**src/rtl/uart_rx_pkg.sv**
```systemverilog
package uart_rx_pkg;
  localparam int unsigned OSR_DEF = 16;
  localparam int unsigned DW_DEF  = 8;
  localparam int unsigned MIN_BITS = 5;

  typedef enum logic [2:0] {
    ST_IDLE,
    ST_START,
    ST_DATA,
    ST_PAR,
    ST_STOP
  } rx_state_e;

  typedef struct packed {
    logic brk;
    logic frm;
    logic par;
    logic ovr;
    logic rdy;
  } rx_stat_t;
endpackage

```
**src/rtl/uart_rx_sync.sv**
```systemverilog
module uart_rx_sync #(
  parameter int unsigned STAGES = 2
) (
  input  logic clk_i,
  input  logic rst_ni,
  input  logic d_i,
  output logic q_o
);
  logic [STAGES-1:0] sr_q;

  always_ff @(posedge clk_i or negedge rst_ni) begin
    if (!rst_ni) sr_q <= '1;
    else         sr_q <= {sr_q[STAGES-2:0], d_i};
  end

  assign q_o = sr_q[STAGES-1];
endmodule

```
**src/rtl/uart_rx_frame.sv**
```systemverilog
module uart_rx_frame
  import uart_rx_pkg::*;
#(
  parameter int unsigned OSR = OSR_DEF,
  parameter int unsigned DW  = DW_DEF
) (
  input  logic          clk_i,
  input  logic          rst_ni,
  input  logic          rx_i,
  input  logic          tick_i,
  input  logic [1:0]    wlen_i,
  input  logic          par_en_i,
  input  logic          par_even_i,
  input  logic          par_stick_i,
  output logic          done_o,
  output logic [DW-1:0] char_o,
  output logic          perr_o,
  output logic          ferr_o,
  output logic          brk_o
);
  localparam int unsigned CW  = $clog2(OSR);
  localparam int unsigned IW  = $clog2(DW);
  localparam logic [CW-1:0] MID  = CW'(OSR/2 - 1);
  localparam logic [CW-1:0] LAST = CW'(OSR - 1);

  rx_state_e      st_q;
  logic [CW-1:0]  cnt_q;
  logic [IW-1:0]  idx_q;
  logic [DW-1:0]  sh_q;
  logic           par_q, armed_q;
  logic           done_q, perr_q, ferr_q, brk_q;
  logic           sample, last_bit, par_bad;
  int unsigned    nbits;

  assign nbits    = MIN_BITS + int'(wlen_i);
  assign sample   = tick_i && (cnt_q == MID);
  assign last_bit = (int'(idx_q) == int'(nbits) - 1);
  // expected parity level is ~even in both modes; stick compares bit alone
  assign par_bad  = par_en_i &&
                    ((par_stick_i ? par_q : (^sh_q ^ par_q)) ^ ~par_even_i);

  always_ff @(posedge clk_i or negedge rst_ni) begin
    if (!rst_ni) begin
      st_q    <= ST_IDLE;
      cnt_q   <= '0;
      idx_q   <= '0;
      sh_q    <= '0;
      par_q   <= 1'b0;
      armed_q <= 1'b1;
      done_q  <= 1'b0;
      perr_q  <= 1'b0;
      ferr_q  <= 1'b0;
      brk_q   <= 1'b0;
    end else begin
      done_q <= 1'b0;
      if (tick_i && st_q != ST_IDLE) cnt_q <= (cnt_q == LAST) ? '0 : cnt_q + 1'b1;
      unique case (st_q)
        ST_IDLE: begin
          if (rx_i) armed_q <= 1'b1;
          if (tick_i && armed_q && !rx_i) begin
            st_q  <= ST_START;
            cnt_q <= '0;
          end
        end
        ST_START: if (sample) begin
          if (rx_i) st_q <= ST_IDLE;
          else begin
            st_q  <= ST_DATA;
            idx_q <= '0;
            sh_q  <= '0;
            par_q <= 1'b0;
          end
        end
        ST_DATA: if (sample) begin
          sh_q[idx_q] <= rx_i;
          if (last_bit) st_q <= par_en_i ? ST_PAR : ST_STOP;
          else          idx_q <= idx_q + 1'b1;
        end
        ST_PAR: if (sample) begin
          par_q <= rx_i;
          st_q  <= ST_STOP;
        end
        ST_STOP: if (sample) begin
          done_q  <= 1'b1;
          perr_q  <= par_bad;
          ferr_q  <= !rx_i;
          brk_q   <= !rx_i && (sh_q == '0) && !(par_en_i && par_q);
          armed_q <= rx_i;
          st_q    <= ST_IDLE;
        end
        default: st_q <= ST_IDLE;
      endcase
    end
  end

  assign done_o = done_q;
  assign char_o = sh_q;
  assign perr_o = perr_q;
  assign ferr_o = ferr_q;
  assign brk_o  = brk_q;
endmodule

```
**src/rtl/uart_rx_status.sv**
```systemverilog
module uart_rx_status
  import uart_rx_pkg::*;
#(
  parameter int unsigned DW = DW_DEF
) (
  input  logic          clk_i,
  input  logic          rst_ni,
  input  logic          done_i,
  input  logic [DW-1:0] char_i,
  input  logic          perr_i,
  input  logic          ferr_i,
  input  logic          brk_i,
  input  logic          rd_data_i,
  input  logic          rd_stat_i,
  output logic [DW-1:0] data_o,
  output rx_stat_t      stat_o
);
  logic [DW-1:0] data_q;
  rx_stat_t      st_q;
  logic          accept;

  // holding slot frees up if it is being read this very cycle
  assign accept = done_i && (!st_q.rdy || rd_data_i);

  always_ff @(posedge clk_i or negedge rst_ni) begin
    if (!rst_ni) begin
      data_q <= '0;
      st_q   <= '0;
    end else begin
      if (rd_data_i) st_q.rdy <= 1'b0;
      if (rd_stat_i) begin
        st_q.ovr <= 1'b0;
        st_q.par <= 1'b0;
        st_q.frm <= 1'b0;
        st_q.brk <= 1'b0;
      end
      if (accept) begin
        data_q   <= char_i;
        st_q.rdy <= 1'b1;
        if (perr_i) st_q.par <= 1'b1;
        if (ferr_i) st_q.frm <= 1'b1;
        if (brk_i)  st_q.brk <= 1'b1;
      end else if (done_i) begin
        st_q.ovr <= 1'b1;
      end
    end
  end

  assign data_o = data_q;
  assign stat_o = st_q;
endmodule

```
**src/rtl/uart_char_rx.sv**
```systemverilog
module uart_char_rx
  import uart_rx_pkg::*;
#(
  parameter int unsigned OSR      = OSR_DEF,
  parameter int unsigned DW       = DW_DEF,
  parameter int unsigned SYNC_STG = 2
) (
  input  logic          clk_i,
  input  logic          rst_ni,
  input  logic          rx_i,
  input  logic          tick16_i,
  input  logic [1:0]    wlen_i,
  input  logic          par_en_i,
  input  logic          par_even_i,
  input  logic          par_stick_i,
  input  logic          rd_data_i,
  input  logic          rd_stat_i,
  output logic [DW-1:0] data_o,
  output logic [4:0]    stat_o
);
  logic          rx_s;
  logic          frame_done;
  logic [DW-1:0] frame_char;
  logic          frame_perr, frame_ferr, frame_brk;
  rx_stat_t      stat_s;

  uart_rx_sync #(.STAGES(SYNC_STG)) u_sync (
    .clk_i (clk_i),
    .rst_ni(rst_ni),
    .d_i   (rx_i),
    .q_o   (rx_s)
  );

  uart_rx_frame #(.OSR(OSR), .DW(DW)) u_frame (
    .clk_i      (clk_i),
    .rst_ni     (rst_ni),
    .rx_i       (rx_s),
    .tick_i     (tick16_i),
    .wlen_i     (wlen_i),
    .par_en_i   (par_en_i),
    .par_even_i (par_even_i),
    .par_stick_i(par_stick_i),
    .done_o     (frame_done),
    .char_o     (frame_char),
    .perr_o     (frame_perr),
    .ferr_o     (frame_ferr),
    .brk_o      (frame_brk)
  );

  uart_rx_status #(.DW(DW)) u_status (
    .clk_i    (clk_i),
    .rst_ni   (rst_ni),
    .done_i   (frame_done),
    .char_i   (frame_char),
    .perr_i   (frame_perr),
    .ferr_i   (frame_ferr),
    .brk_i    (frame_brk),
    .rd_data_i(rd_data_i),
    .rd_stat_i(rd_stat_i),
    .data_o   (data_o),
    .stat_o   (stat_s)
  );

  assign stat_o = stat_s;
endmodule

```
**config.mk**
```make
export PLATFORM = sky130hd
export DESIGN_NAME = uart_char_rx
export DESIGN_NICKNAME = d
export VERILOG_FILES = /design/src/rtl/uart_rx_pkg.sv /design/src/rtl/uart_rx_sync.sv /design/src/rtl/uart_rx_frame.sv /design/src/rtl/uart_rx_status.sv /design/src/rtl/uart_char_rx.sv
export SDC_FILE = /design/constraint.sdc
export NUM_CORES = 1
export LEC_CHECK = 0
export BUFFER_PORTS_ARGS = -buffer_cell sky130_fd_sc_hd__buf_4
export CAP_MARGIN = 0
export CORE_ASPECT_RATIO = 0.7
export CORE_MARGIN = 1
export CORE_UTILIZATION = 39
export CTS_BUF_LIST = sky130_fd_sc_hd__clkbuf_4 sky130_fd_sc_hd__clkbuf_8
export DETAILED_ROUTE_END_ITERATION = 12
export SYNTH_ARGS = -nofsm -noshare
export SYNTH_HDL_FRONTEND = slang
export SYNTH_HIERARCHICAL = 1
export SYNTH_SLANG_ARGS = --single-unit
```
**constraint.sdc**
```tcl
create_clock -name clk_i -period 4.4 [get_ports clk_i]
set_input_delay 0 -clock clk_i [delete_from_list [all_inputs] [get_ports clk_i]]
set_output_delay 0 -clock clk_i [all_outputs]
set_load 0.1 [all_outputs]
```
==> out/metrics.yaml, run 1 <==
hold_path:
  whs_path_depth: 3
  worst_hold_path_type: "in2reg"
  min_to: "u_frame/cnt_q[2]"
  min_from: "tick16_i"
yosys:
  avgSynthCellArea_um2: 10.2
  synth_area_um2: 2030
  syn_nets: 216
  yosysSeqAreaShare_pct: 48.2
  synth_seq_cells: 39
  async_flop_share_pct: 100
  yosysTopAreaCellShare_pct: 44.4
  synth_top_cell_by_area: "dfrtp_1"
  synth_edf_count: 0
  synthCells: 199
  synth_cell_types: 46
  synth_ff_type: "dfrtp_1"
  post-synth-top-count-cell: "dfrtp_1"
  synth_common_cells: "36 x dfrtp_1, 28 x o21ai_0, 19 x inv_1"
  yosys_warnings: 6
  synth_area_leaders: "dfrtp_1 44%, o21ai_0 6.9%, mux2_2 4.4%"
global_route:
  grt_pass1_vias: 1399
  grt_max_degree: 40
  antenna_found_initial: 0
  grt-ovfl-total: 0
  grt_first_pass_wirelength_um: 6930
  grt_usage_pct: 16.7
final_layout:
  layout.cells.non_filler: 292
  fin_nets: 239
  diodes: 0
  multi_input_area_um2: 912
  n_fill_cell: 484
  syn_to_final_growth_pct: 18.1
  final-seq-area_um2: 980
  drive_gt1_share_pct: 24.2
route:
  vias: 1517
  wirelength_um: 4060
  drt_iter0_markers: 80
  wl_per_cell_um: 13.9
  drt_pass1_iterations: 4
  vias_per_cell: 5.20
  drcViolationCount: 0
  ant_nets: 0
floorplan:
  ios: 24
  rows: 21
  fp.dieW_um: 88.2
  dieArea_um2: 5500
  die_h_um: 62.4
  initial_core_util_pct: 41.6
  core_um2: 4890
timing:
  hold_violations: 0
  slew_headroom_pct: 51.7
  period_share_pct: 48.6
  rsz0062_at_grt: "false"
  setup_viol: 0
  skew_ns: 0.00410
  slew_violations: 0
  worst_slew_pin_slew_ns: 0.721
  fin_crit_ns: 2.14
  max_clock_freq_ghz: 0.468
  setup-tns-final_ns: 0
critical_path:
  critPathRequiredTime_ns: 4.61
  worst_setup_path_start_kind: "flip-flop"
  ff2ff_setup_slack_ns: 2.26
  reg2reg_depth: 5
  critPathMaxFanout: 12
  crit-reg2reg-launch: "u_frame/cnt_q[0]"
  end_kind: "flip-flop"
  worstSetupPathType: "reg2reg"
  worst_ep_arrival_time_ns: 2.35
  r2r_end: "u_frame/idx_q[1]"
placed_design:
  io_buffers: 23
  place_inst: 280
  gp_congestion: 0.776
  dp_hpwl_um: 2840
clocking:
  htreeDepth: 2
  clk_latency_ns: 0.29
  cts_tree: "built"
  cts_buffers: 5
  numClockSinks: 39
  clock-root-buffer: "clkbuf_8"
  post_cts_buffers: 0
  path_clk_slew_ns: 0.08
  cts_buffer_depth: 2
run_status:
  status: "completed"
power:
  vdd.ir_drop.worst_v: 0.000176
  p_leak_uw: 0.00108
  power_density_nw_per_um2: 413
job:
  max_cap_viol_count: 0
## layout make-up
cell class | count | share of cell area [%]
Inverter | 19 | 2.97
Sequential cell | 39 | 40.8
Multi-Input combinational cell | 130 | 38.0
Clock inverter | 2 | 2.50
Tap cell | 69 | 3.60
Timing Repair Buffer | 27 | 8.87
Clock buffer | 6 | 3.18
## metrics by stage
stage	instance area, um^2	hold slack [ns]	util [%]	power (uW)	setup slack [ns]
CTS	2400	0.00527	49.1	1000	2.26
detailed placement	2220	0.00786	45.5	632	2.27
finish	2400	0.0195	49.1	992	2.26
global placement	2220	0.00924	45.5	630	2.36
global route	2400	0.0361	49.1	1050	2.00
floorplan	2030	-0.296	-	596	2.69
## where the power goes
part	switching (uW)	leakage, uW	internal, uW
Clock	126	0.0000688	233
Combinational	94.2	0.000489	84.1
Sequential	62.3	0.000520	392
## state kept, by name, indices dropped and copies added, names as in the netlist
signal / flops
u_frame/char_o: 8
u_status/data_o: 8
u_status/stat_o: 5
u_frame/cnt_q: 4
u_frame/idx_q: 3
u_frame/st_q: 3
u_sync/sr_q: 2
u_frame/armed_q: 1
u_frame/brk_o: 1
u_frame/done_o: 1
u_frame/ferr_o: 1
u_frame/par_q: 1
u_frame/perr_o: 1
## cell usage in the layout (no fill, tap or decap), types with 3 or more instances in the layout
cell type      instances
a21oi_1                3
a31oi_1                8
buf_4                 23
clkbuf_8               5
dfrtp_1               36
dfstp_2                3
dlygate4sd3_1          4
ha_1                   6
inv_1                 19
mux2_2                 8
nand2_1               16
nand3_1                8
nand4_1                3
nor2_1                 5
o21a_1                 3
o21ai_0               28
o31ai_1                3
or3_1                  3
xnor2_1                5
## what timing repair did
action,CTS,global route
gates resized for setup,0,0
endpoints found under the hold margin,42,0
hold buffers,4,0
## critical path, cell delays in order (launching register included)
cell and delay [ns]:
dfrtp_1 0.40, ha_1 0.26, and4b_1 0.42, o211ai_1 0.37, or2_2 0.42, o21ai_0 0.18
## how the worst max path moves through the flow
stage                           startpoint          endpoint  slack, ns  depth (start not counted)
after detailed placement  u_frame/cnt_q[0]  u_frame/idx_q[1]       2.27                          5
after global placement    u_frame/cnt_q[0]  u_frame/idx_q[2]       2.36                          5
after CTS                 u_frame/cnt_q[0]  u_frame/idx_q[1]       2.26                          5
after global routing      u_frame/cnt_q[0]  u_frame/idx_q[1]       2.00                          5
final                     u_frame/cnt_q[0]  u_frame/idx_q[1]       2.26                          5
after floorplan           u_frame/cnt_q[0]    u_frame/perr_o       2.69                          6
## kinds of logic (layout without fill, tap and decap cells)
group / count (synthesis) / count (layout) / synth area share [%]
adder cells (fa/ha/maj): 6 / 6 / 3.70
AO/OA/AOI/OAI: 55 / 55 / 16.8
buffers and inverters: 30 / 54 / 6.84
flip-flops: 39 / 39 / 48.2
AND/OR/NAND/NOR: 54 / 54 / 17.0
multiplexers: 8 / 8 / 4.44
XOR/XNOR: 7 / 7 / 3.02
## metal layers
metal,routed length (um),vias to the layer above,track usage [%],part of all wire (%)
met1,2170,720,25.4,54
li1,-,751,-,-
met4,48,0,6.05,1.2
met3,224,5,4.36,5.5
met5,0,-,0,0
met2,1610,41,22.4,40
(Power assumes the default switching activity.)
==> run 2, diff against run 1 <==
==> constraint.sdc (replaced) <==
create_clock -name clk_i -period 1.92 [get_ports clk_i]
set_input_delay 0 -clock clk_i [delete_from_list [all_inputs] [get_ports clk_i]]
set_output_delay 0 -clock clk_i [all_outputs]
set_load 0.1 [all_outputs]
==> run 2 against run 1 <==
Net effect: global-route usage is 0.55 points higher; combinational power grew to 3.0 times the previous value; first-iteration DRC count is 16% higher; clock power is 52% higher; count of clock-buffer cells in the layout is 1 lower; cell count is 3.8% higher; sequential share of layout area is 0.59 points lower; clock skew is 0.0062 ns higher; design area is 1.5% higher; critical path depth stayed put; sequential cell count stayed put; routed wire length is 3.1% higher; critical endpoint unchanged; highest routed layer unchanged.
==> out/metrics.yaml, run 2 (synthesized netlist as in run 1, its figures left out) <==
run_status:
  status: "completed"
power:
  power.total_uw: 2070
  swShare_pct: 32.4
  p_int_uw: 1400
  pwr-share-clk_pct: 26.4
  vdd.ir_drop.worst_v: 0.000329
  power_density_nw_per_um2: 852
  p_switching_uw: 671
  combPwrFrac_pct: 25.5
  seqPwrFrac_pct: 48.1
  p_leak_uw: 0.00110
global_route:
  antenna_found_initial: 0
  grt_usage_pct: 17.2
  grt_max_degree: 40
  grt_first_pass_wirelength_um: 7200
  grt_pass1_vias: 1472
  grt-ovfl-total: 0
critical_path:
  critPathRequiredTime_ns: 2.13
  worst_setup_path_start_kind: "flip-flop"
  worst_ep_arrival_time_ns: 1.95
  end_kind: "flip-flop"
  worstSetupPathType: "reg2reg"
  critPathMaxFanout: 6
timing:
  slew_headroom_pct: 67.8
  period_share_pct: 90.9
  holdWs_ns: 0.0139
  hold_violations: 0
  skew_ns: 0.0103
  setup_viol: 0
  slew_violations: 0
  setup-tns-final_ns: 0
  rsz0062_at_grt: "false"
  worst_slew_pin_slew_ns: 0.483
  max_clock_freq_ghz: 0.573
  fin_crit_ns: 1.74
final_layout:
  layout_common_cells: "36 x dfrtp_1, 35 x buf_4, 28 x o21ai_0, 19 x inv_1, 16 x nand2_1"
  fin_nets: 250
  fin_util_pct: 49.8
  final_cell_area_um2: 2430
  drive_gt1_share_pct: 28.6
  diodes: 0
  syn_to_final_growth_pct: 19.8
  mostFrequentLayoutCell: "dfrtp_1"
placed_design:
  gp_congestion: 0.830
  io_buffers: 23
  dpl_cell_area_um2: 2310
  dp_hpwl_um: 2950
clocking:
  htreeDepth: 2
  numClockSinks: 39
  clk_latency_ns: 0.30
  cts_tree: "built"
  path_clk_slew_ns: 0.08
  cts_buffers: 5
  cts_buffer_depth: 2
  clock-root-buffer: "clkbuf_8"
floorplan:
  rows: 21
  initial_core_util_pct: 41.6
  ios: 24
  core_um2: 4890
  dieArea_um2: 5500
  die_h_um: 62.4
  fp.dieW_um: 88.2
hold_path:
  worst_hold_path_type: "in2reg"
route:
  drt_iter0_markers: 93
  ant_nets: 0
  vias: 1584
  drcViolationCount: 0
  vias_per_cell: 5.23
  wirelength_um: 4180
  wl_per_cell_um: 13.8
  drt_pass1_iterations: 4
job:
  max_cap_viol_count: 0
run 2: worst paths after layout:
path                                  start                  to  slack, ns  depth (start not counted)
max                        u_frame/cnt_q[0]    u_frame/idx_q[1]       0.18                          5
min                                par_en_i     u_frame/st_q[0]       0.01                          3
max reg2reg                u_frame/cnt_q[0]    u_frame/idx_q[1]       0.18                          5
min reg2reg                  u_sync/sr_q[0]      u_sync/sr_q[1]       0.36                          0
max in group asynchronous            rst_ni      u_sync/sr_q[0]       1.35                          2
min in group asynchronous            rst_ni  u_status/stat_o[3]       0.21                          2
run 2: layout make-up:
type	count	area [um^2]
fillers	468	2450
multi-input cells	130	915
repair buffers	38	293
well taps	69	86.3
clock inverters	3	20.0
clock buffers	5	68.8
inverters	19	71.3
flip-flops and latches	39	980
run 2: worst max-delay path, cell delays in order (launching register included):
cell and delay (ns):
dfrtp_1 0.41, ha_2 0.25, and4b_1 0.29, o211ai_1 0.20, or2_2 0.35, o21ai_0 0.16
run 2: power by group through the flow:
stage	Sequential, uW	Combinational (uW)	Clock, uW
floorplan	966	401	0
global placement	1000	518	0
CTS	993	526	567
global route	1010	589	606
detailed placement	1010	515	0
finish	997	529	547
run 2: layer usage:
metal / vias up / GRT usage [%] / wire [um]
li1: 773 / - / -
met1: 757 / 26.9 / 2220
met2: 46 / 22.9 / 1690
met3: 8 / 3.96 / 207
met4: 0 / 6.05 / 60
met5: - / 0 / 0
run 2: metrics by stage:
step | instances | setup WS [ns]
after floorplan | 199 | 0.207
after global placement | 292 | 0.213
after detailed placement | 292 | 0.176
after CTS | 303 | 0.143
after global routing | 303 | 0.0375
final | 303 | 0.175
run 2: repair_timing:
item	CTS	global route
endpoints found under the setup margin	0	1
hold endpoints to repair	41	0
buffers inserted	0	0
hold buffers	3	0
gates resized for setup	0	1
==> run 3, diff against run 2 <==
--- a/config.mk
+++ b/config.mk
@@ -12,6 +12,8 @@
 export CORE_UTILIZATION = 39
 export CTS_BUF_LIST = sky130_fd_sc_hd__clkbuf_4 sky130_fd_sc_hd__clkbuf_8
 export DETAILED_ROUTE_END_ITERATION = 12
+export PLACE_DENSITY = 0.6
+export RECOVER_POWER = 25
 export SYNTH_ARGS = -nofsm -noshare
 export SYNTH_HDL_FRONTEND = slang
 export SYNTH_HIERARCHICAL = 1
==> run 3 against run 2 <==
Net effect: die area is the same; non-clock buffer count is the same; maximum frequency is essentially flat; core utilization shrank 0.051 points; first-iteration DRC count is the same; sequential cell count is the same; largest cell class unchanged; clock skew is the same; worst hold slack is essentially flat; routed wire length shrank 0.17%; count of clock-buffer cells in the layout is the same.
==> out/metrics.yaml, run 3 (synthesized netlist as in run 1, its figures left out) <==
final_layout:
  layout.cells.non_filler: 303
  layout_common_cells: "36 x dfrtp_1, 33 x buf_4, 28 x o21ai_0, 19 x inv_1, 16 x nand2_1"
  diodes: 0
  fin_nets: 250
  drive_gt1_share_pct: 28.6
  syn_to_final_growth_pct: 19.7
  mostFrequentLayoutCell: "dfrtp_1"
timing:
  max_clock_freq_ghz: 0.573
  fin_crit_ns: 1.74
  slew_headroom_pct: 36.8
  setup_viol: 0
  period_share_pct: 90.8
  rsz0062_at_grt: "false"
  fin_ws_ns: 0.176
  worst_slew_pin_slew_ns: 0.948
  holdWs_ns: 0.0139
  slew_violations: 0
  skew_ns: 0.0103
  hold_violations: 0
  setup-tns-final_ns: 0
critical_path:
  ff2ff_setup_slack_ns: 0.18
  worst_ep_arrival_time_ns: 1.95
  critPathMaxFanout: 6
  reg2reg_depth: 5
  r2r_end: "u_frame/idx_q[1]"
  worst_setup_path_start_kind: "flip-flop"
  slowest_stage: "dfrtp_1"
  crit_buf_inv: 0
  crit-reg2reg-launch: "u_frame/cnt_q[0]"
  critPathTopFamily: "simple AND/OR/NAND/NOR gates"
  crit_path_cell_trace: "ha_2 -> and4b_1 -> o211ai_1 -> or2_2 -> o21ai_0"
  critPathRequiredTime_ns: 2.13
  slowest_delay_ns: 0.41
  worstSetupPathType: "reg2reg"
  end_kind: "flip-flop"
placed_design:
  dpl_worst_slack_ns: 0.176
  dp_hpwl_um: 2950
  place_inst: 292
  io_buffers: 23
  gp_congestion: 0.830
floorplan:
  dieArea_um2: 5500
  core_um2: 4890
  rows: 21
  ios: 24
  fp.dieW_um: 88.2
  initial_core_util_pct: 41.6
  die_h_um: 62.4
route:
  route.met2.wl_um: 1680
  wirelength_um: 4180
  drcViolationCount: 0
  vias_per_cell: 5.23
  wl_per_cell_um: 13.8
  vias: 1586
  ant_nets: 0
  drt_pass1_iterations: 4
  wl_met1_um: 2220
  top_layer: "met4"
  drt_iter0_markers: 93
  detailroute.wirelength.met3_um: 212
clocking:
  path_clk_slew_ns: 0.08
  cts_buffer_depth: 2
  cts_buffers: 5
  clock-root-buffer: "clkbuf_8"
  cts_tree: "built"
  clk_latency_ns: 0.30
  htreeDepth: 2
  post_cts_buffers: 0
  numClockSinks: 39
power:
  vdd.ir_drop.worst_v: 0.000328
  power_density_nw_per_um2: 852
  p_leak_uw: 0.00110
run_status:
  status: "completed"
job:
  max_cap_viol_count: 0
hold_path:
  min_from: "par_en_i"
  worst_hold_path_type: "in2reg"
  min_to: "u_frame/st_q[0]"
  whs_path_depth: 3
global_route:
  grt-ovfl-total: 0
  antenna_found_initial: 0
  grt_pass1_vias: 1472
  grt_usage_pct: 17.2
  grt_first_pass_wirelength_um: 7200
  grt_max_degree: 40
-- run 3: cell types whose count changed in the layout (fill, tap and decap cells not counted) --
cell	before	now
buf_4	35	33
clkbuf_2	0	1
clkbuf_4	0	1
-- run 3: worst max-delay path by stage --
| stage | start | end | slack (ns) | cells past startpoint |
|---|---|---|---|---|
| floorplan | u_frame/cnt_q[0] | u_frame/perr_o | 0.21 | 6 |
| global placement | u_frame/cnt_q[0] | u_frame/perr_o | 0.21 | 5 |
| detailed placement | u_frame/cnt_q[0] | u_frame/perr_o | 0.18 | 5 |
| CTS | u_frame/cnt_q[0] | u_frame/perr_o | 0.14 | 5 |
| global route | u_frame/cnt_q[0] | u_frame/char_o[6] | 0.04 | 6 |
| finish | u_frame/cnt_q[0] | u_frame/idx_q[1] | 0.18 | 5 |
-- run 3: where the power goes --
group / switching, uW / internal (uW) / leakage (uW)
registers: 97.6 / 900 / 0.000520
clock network: 295 / 253 / 0.0000402
logic: 279 / 249 / 0.000539
-- run 3: timing repair --
item	CTS	global route
hold buffers	3	0
endpoints found under the setup margin	0	1
endpoints found under the hold margin	41	0
gates resized for setup	0	1
-- run 3: layout make-up --
| type | instances | area [um^2] |
|---|---|---|
| fillers | 469 | 2460 |
| clock buffers | 5 | 68.8 |
| clock inverters | 3 | 20.0 |
| inverters | 19 | 71.3 |
| repair buffers | 38 | 290 |
| flip-flops and latches | 39 | 980 |
| well taps | 69 | 86.3 |
| multi-input cells | 130 | 915 |
-- run 3: routing by layer --
layer	global-route usage, %	vias to the layer above
met4	6.05	0
met5	0	-
met1	26.9	756
met2	22.9	48
met3	3.96	8
li1	-	774
-- run 3: tightest hold or removal path: cells and delay by family --
kind	cells	cell delay [ns]
AO/OA/AOI/OAI	1	0.06
AND/OR/NAND/NOR	1	0.08
buffers and inverters	1	0.13
-- run 3: through the flow --
| stage | total power (uW) | area, um^2 | utilization (%) |
|---|---|---|---|
| 6_report | 2070 | 2430 | 49.7 |
| 5_1_grt | 2200 | 2430 | 49.7 |
| 4_1_cts | 2090 | 2430 | 49.7 |
| 3_5_place_dp | 1520 | 2310 | 47.3 |
| 3_3_place_gp | 1520 | 2310 | 47.3 |
| 2_1_floorplan | 1370 | 2030 | - |
